[src/rtl/zw_pkg.sv]
package zw_pkg;
   typedef enum logic [1:0] {
      ZW_OFF = 2'b00,
      ZW_SEP = 2'b01,
      ZW_ALL = 2'b10,
      ZW_ANY = 2'b11
   } zw_sel_e;

   localparam int ZW_NCH = 2;
   localparam int ZW_LEFT = 0;
   localparam int ZW_RIGHT = 1;
endpackage

[src/rtl/zw_run_det.sv]
module zw_run_det #(
   parameter int DATA_W  = 24,
   parameter int RUN_LEN = 1024
) (
   input  logic              clk,
   input  logic              rst_n,
   input  logic [DATA_W-1:0] smp,
   input  logic              vld,
   output logic              det
);
   localparam int CNT_W = $clog2(RUN_LEN + 1);
   localparam logic [CNT_W-1:0] LIMIT = CNT_W'(RUN_LEN);

   if (RUN_LEN < 2) begin : g_bad_len
      $error("zw_run_det: RUN_LEN must be at least 2");
   end
   if (DATA_W < 1) begin : g_bad_w
      $error("zw_run_det: DATA_W must be positive");
   end

   logic [CNT_W-1:0] cnt;
   logic             is_zero;

   assign is_zero = (smp == '0);

   always_ff @(posedge clk or negedge rst_n) begin
      if (!rst_n) begin
         cnt <= '0;
      end else if (vld) begin
         if (!is_zero) begin
            cnt <= '0;
         end else if (cnt != LIMIT) begin
            cnt <= cnt + 1'b1;
         end
      end
   end

   assign det = (cnt == LIMIT);

   a_r4_sat_bound: assert property (@(posedge clk) disable iff (!rst_n)
      cnt <= LIMIT);
   a_r2_clear: assert property (@(posedge clk) disable iff (!rst_n)
      (vld && !is_zero) |=> !det);
   a_r3_hold: assert property (@(posedge clk) disable iff (!rst_n)
      !vld |=> $stable(cnt));
   a_r4_stay: assert property (@(posedge clk) disable iff (!rst_n)
      (det && vld && is_zero) |=> det);
endmodule

[src/rtl/zw_flag_steer.sv]
module zw_flag_steer
   import zw_pkg::*;
(
   input  logic [ZW_NCH-1:0] gdet,
   input  logic [1:0]        sel,
   output logic              flag_l,
   output logic              flag_r
);
   zw_sel_e mode;
   logic    both_z;
   logic    any_z;

   assign mode   = zw_sel_e'(sel);
   assign both_z = &gdet;
   assign any_z  = |gdet;

   always_comb begin
      flag_l = 1'b0;
      flag_r = 1'b0;
      unique case (mode)
         ZW_OFF: begin
            flag_l = 1'b0;
            flag_r = 1'b0;
         end
         ZW_SEP: begin
            flag_l = gdet[ZW_LEFT];
            flag_r = gdet[ZW_RIGHT];
         end
         ZW_ALL: begin
            flag_l = both_z;
            flag_r = both_z;
         end
         ZW_ANY: begin
            flag_l = any_z;
            flag_r = any_z;
         end
         default: begin
            flag_l = 1'b0;
            flag_r = 1'b0;
         end
      endcase
   end
endmodule

[src/rtl/zw_mute_req.sv]
module zw_mute_req
   import zw_pkg::*;
(
   input  logic              auto_en,
   input  logic [ZW_NCH-1:0] gdet,
   output logic [ZW_NCH-1:0] req
);
   for (genvar c = 0; c < ZW_NCH; c++) begin : g_req
      assign req[c] = auto_en & gdet[c];
   end
endmodule

[src/rtl/dac_zero_watch.sv]
module dac_zero_watch
   import zw_pkg::*;
#(
   parameter int DATA_W  = 24,
   parameter int RUN_LEN = 1024
) (
   input  logic              clk,
   input  logic              rst_n,
   input  logic [DATA_W-1:0] l_data,
   input  logic              l_vld,
   input  logic [DATA_W-1:0] r_data,
   input  logic              r_vld,
   input  logic              l_route_en,
   input  logic              r_route_en,
   input  logic [1:0]        flag_sel,
   input  logic              auto_mute_en,
   output logic              flag_l,
   output logic              flag_r,
   output logic              mute_req_l,
   output logic              mute_req_r
);
   logic [DATA_W-1:0] ch_smp [ZW_NCH];
   logic [ZW_NCH-1:0] ch_vld;
   logic [ZW_NCH-1:0] ch_route;
   logic [ZW_NCH-1:0] det_raw;
   logic [ZW_NCH-1:0] det_g;
   logic [ZW_NCH-1:0] req;

   assign ch_smp[ZW_LEFT]    = l_data;
   assign ch_smp[ZW_RIGHT]   = r_data;
   assign ch_vld[ZW_LEFT]    = l_vld;
   assign ch_vld[ZW_RIGHT]   = r_vld;
   assign ch_route[ZW_LEFT]  = l_route_en;
   assign ch_route[ZW_RIGHT] = r_route_en;

   for (genvar c = 0; c < ZW_NCH; c++) begin : g_ch
      zw_run_det #(
         .DATA_W  (DATA_W),
         .RUN_LEN (RUN_LEN)
      ) u_run (
         .clk   (clk),
         .rst_n (rst_n),
         .smp   (ch_smp[c]),
         .vld   (ch_vld[c]),
         .det   (det_raw[c])
      );
      assign det_g[c] = det_raw[c] & ch_route[c];
   end

   zw_flag_steer u_steer (
      .gdet   (det_g),
      .sel    (flag_sel),
      .flag_l (flag_l),
      .flag_r (flag_r)
   );

   zw_mute_req u_mute (
      .auto_en (auto_mute_en),
      .gdet    (det_g),
      .req     (req)
   );

   assign mute_req_l = req[ZW_LEFT];
   assign mute_req_r = req[ZW_RIGHT];

   a_r5_off: assert property (@(posedge clk) disable iff (!rst_n)
      (flag_sel == 2'b00) |-> (!flag_l && !flag_r));
   a_r7_both: assert property (@(posedge clk) disable iff (!rst_n)
      (flag_sel == 2'b10 && flag_l) |-> (mute_req_l == auto_mute_en && mute_req_r == auto_mute_en));
   a_r8_equal: assert property (@(posedge clk) disable iff (!rst_n)
      flag_sel[1] |-> (flag_l == flag_r));
   a_r9_mask: assert property (@(posedge clk) disable iff (!rst_n)
      !l_route_en |-> !mute_req_l);
   a_r10_off: assert property (@(posedge clk) disable iff (!rst_n)
      !auto_mute_en |-> (!mute_req_l && !mute_req_r));
endmodule

[config.mk]
export PLATFORM = sky130hd
export DESIGN_NAME = dac_zero_watch
export DESIGN_NICKNAME = d
export VERILOG_FILES = /design/src/rtl/zw_pkg.sv /design/src/rtl/zw_run_det.sv /design/src/rtl/zw_flag_steer.sv /design/src/rtl/zw_mute_req.sv /design/src/rtl/dac_zero_watch.sv
export SDC_FILE = /design/constraint.sdc
export NUM_CORES = 1
export LEC_CHECK = 0
export BUFFER_PORTS_ARGS = -buffer_cell sky130_fd_sc_hd__buf_2
export CORE_ASPECT_RATIO = 0.5
export CORE_MARGIN = 5
export CORE_UTILIZATION = 45
export CTS_CLUSTER_SIZE = 8
export DETAILED_ROUTE_END_ITERATION = 7
export GPL_TIMING_DRIVEN = 1
export PLACE_DENSITY_LB_ADDON = 0.05
export SLEW_MARGIN = 20
export SYNTH_ARGS = -nofsm -noshare
export SYNTH_HDL_FRONTEND = slang
export SYNTH_SLANG_ARGS = --single-unit
[constraint.sdc]
create_clock -name clk -period 2.8 [get_ports clk]
set_input_delay 0.56 -clock clk [delete_from_list [all_inputs] [get_ports clk]]
set_output_delay 0.56 -clock clk [all_outputs]
set_load 0.05 [all_outputs]
==> results.ini <==
[cts]
clk_latency_ps = 270
cts_made_buffers = 3
max-clock-path-buffers = 2
htree_num_levels = 1
clk_pin_slew_ps = 90
tritoncts = built
cts_root_buf = clkbuf_8
cts_sinks = 22
hold_buffers = 0

[floorplan]
die_y_microns = 50.04
start_util_pct = 47.61
fp.coreArea_sq_um = 3030
rows = 14
io-pin-count = 61
die_w_microns = 90.08
dieArea_sq_um = 4507

[job]
drv_cap = 0

[grt]
grt_overflow = 0
antenna_found_initial = 0
grt_use_total_pct = 16.03
grt_pass1_vias = 1430
grt_pass1_wl_mm = 6.065
grt_max_degree = 23

[final_layout]
fin_nets = 290
drive_gt1_share_pct = 34.65
final_util_pct = 61.89
n_fill_cell = 282
largest_reg_flops = 22
mostFrequentLayoutCell = buf_2
reg_top3 = g_ch.u_run.cnt: 22 flops
layout_common_cells = buf_2 (59), dfrtp_1 (22), o21ai_0 (16), nor4_1 (14), nor2_1 (12)
top_register = g_ch.u_run.cnt
diodes = 0
area_delta_synth_final_pct = 30.01

[sta]
finalHoldViolCount = 0
setup_violations = 0
relSlewSlack_pct = 67.22
rsz0062_at_grt = false
period_needed_ps = 2658
clock-skew-final_ps = 11.30
tightest_slew_ps = 491.7
tns_ps = 0
max_freq_ghz = 0.3762
final_max_slew_viol_count = 0
finalCritPeriodShare_pct = 94.93

[worst_setup_path]
cp_top_family = simple AND/OR/NAND/NOR gates
cp-start-kind = flop
worst_setup_path_end_kind = output port
critical_path_class = reg2out
worst-path-buf-inv = 2
crit_chain = inv_1, ha_1, nor4b_1, nand4b_1, nor2_4, a31oi_1, nor2_1, clkbuf_4
worstPathMaxFanout = 5
crit_arrival_ps = 2100
slowest_delay_ps = 420
critPathRequiredTime_ps = 2240
cp_slowest_cell = dfrtp_1

[yosys]
async_flop_share_pct = 100.0
syn_inst = 165
synth_edf_count = 0
netlist.area_leader.share_pct = 38.16
yosysTopAreaCell = dfrtp_1
synth-xor-area-share_pct = 0
synthAdderAreaFrac_pct = 3.469
synth_flop_cell = dfrtp_1
yosys_register_bits = 22
synth_top_family_by_area = simple AND/OR/NAND/NOR gates
seq_area_frac_synth_pct = 38.16
synthTopCellsByArea = dfrtp_1 (38%), nor4_1 (6.1%), o21ai_0 (5.6%)
synthMuxAreaShare_pct = 3.643
ys_warn_count = 0
yosys.area_share.simple_pct = 30.96
syn_avg_cell_area_sq_um = 8.743
synth_cell_types = 41
netlist_area_sq_um = 1443
synth_compound_area_share_pct = 21.08
synthesis.nets = 226

[power]
p_seq_share_pct = 46.9
p_sw_share_pct = 20.25
power.share.clock_pct = 44.4
leakagePower_nw = 0.8555
p_int_w = 0.0005402
combPwrFrac_pct = 8.8
pwr_density_cell_nw_per_um2 = 361.2
power.net_switching_w = 0.0001372
peakVddDrop_uv = 331.0

[drt]
final_antenna_net_count = 0
drtPass1Iterations = 4
vias_per_cell = 5.825
drc = 0
num_vias = 1561
wl_mm = 3.702
post_drt_wl_per_cell_microns = 13.81
drt_iter0_markers = 34

[placement]
portBuffers = 60
gp_congestion = 0.9100
place_hpwl_mm = 2.901

[run_status]
status = completed

[min_path]
hold_path_class = in2async

==> power by group through the flow <==
stage | clock network (W) | registers, W | logic [W]
finish | 0.000301 | 0.000317 | 0.0000593
global route | 0.000320 | 0.000317 | 0.0000677
CTS | 0.000307 | 0.000317 | 0.0000600
detailed placement | 0 | 0.000324 | 0.0000598
global placement | 0 | 0.000324 | 0.0000579
floorplan | 0 | 0.000324 | 0.0000109
==> logic make-up after synthesis <==
| group | after synthesis |
|---|---|
| buffers and inverters | 10 |
| adder cells (fa/ha/maj) | 4 |
| AND/OR/NAND/NOR | 81 |
| multiplexers | 5 |
| flip-flops | 22 |
| AO/OA/AOI/OAI | 43 |
==> layer usage <==
metal	GRT usage [%]	part of all wire, %	vias to the layer above
met3	6.535	10	0
met2	29.00	48	65
met4	2.723	0	0
li1	-	-	757
met5	0	0	-
met1	18.13	42	739
==> cell type report <==
| type | count | area (sq um) | share of cell area, % |
|---|---|---|---|
| multi-input combinational | 133 | 863.3 | 46.03 |
| timing repair buffer | 61 | 310.3 | 16.54 |
| tap | 40 | 50.05 | 2.668 |
| sequential | 22 | 550.5 | 29.35 |
| inverter | 8 | 30.03 | 1.601 |
| clock inverter | 1 | 30.03 | 1.601 |
| clock buffer | 3 | 41.29 | 2.201 |
==> cells in the mapped netlist, types with 2 or more instances <==
cell type	n
and2_1	3
nor4_1	14
inv_1	8
nor2_1	14
o31ai_1	7
nand3_1	8
mux2_2	2
nand4b_1	2
a22o_1	3
and3_1	6
o2bb2ai_1	3
nor3_1	8
nand2_1	10
ha_1	4
nor3b_1	2
nor2b_1	2
nand2b_1	2
o21ai_0	16
nand2_2	2
a211oi_1	3
mux2i_1	3
a22o_2	2
nor4b_1	2
dfrtp_1	22
==> path summary, 6_finish.rpt <==
kind,start,end,slack (ps),depth (start not counted)
worst min register to register,g_ch[1].u_run.cnt[10]$_DFFE_PN0P_,g_ch[1].u_run.cnt[10]$_DFFE_PN0P_,510,1
worst max-delay path,g_ch[1].u_run.cnt[0]$_DFFE_PN0P_,flag_l,140,8
min in group clk,g_ch[1].u_run.cnt[10]$_DFFE_PN0P_,g_ch[1].u_run.cnt[10]$_DFFE_PN0P_,510,1
worst max register to register,g_ch[1].u_run.cnt[0]$_DFFE_PN0P_,g_ch[1].u_run.cnt[4]$_DFFE_PN0P_,900,6
worst min-delay path,rst_n,g_ch[0].u_run.cnt[4]$_DFFE_PN0P_,240,1
max in group asynchronous,rst_n,g_ch[1].u_run.cnt[2]$_DFFE_PN0P_,2210,1
==> stage by stage <==
step | total power (W) | cells | hold WS [ps] | setup slack [ps] | area [sq um]
6_report | 0.0006774 | 268 | 237.0 | 141.9 | 1876
4_1_cts | 0.0006842 | 267 | 259.7 | 89.73 | 1856
2_1_floorplan | 0.0003347 | 165 | 264.4 | 261.4 | 1443
3_3_place_gp | 0.0003817 | 263 | 504.4 | 489.4 | 1784
5_1_grt | 0.0007048 | 268 | 288.5 | 5.285 | 1876
3_5_place_dp | 0.0003835 | 263 | 502.1 | 382.0 | 1784
==> timing repair <==
action	CTS	global route
setup endpoints to repair	0	3
buffers inserted	0	1
resized for setup	0	4
endpoints found under the hold margin	0	0
Note: power is estimated with default switching activity, not from simulation.
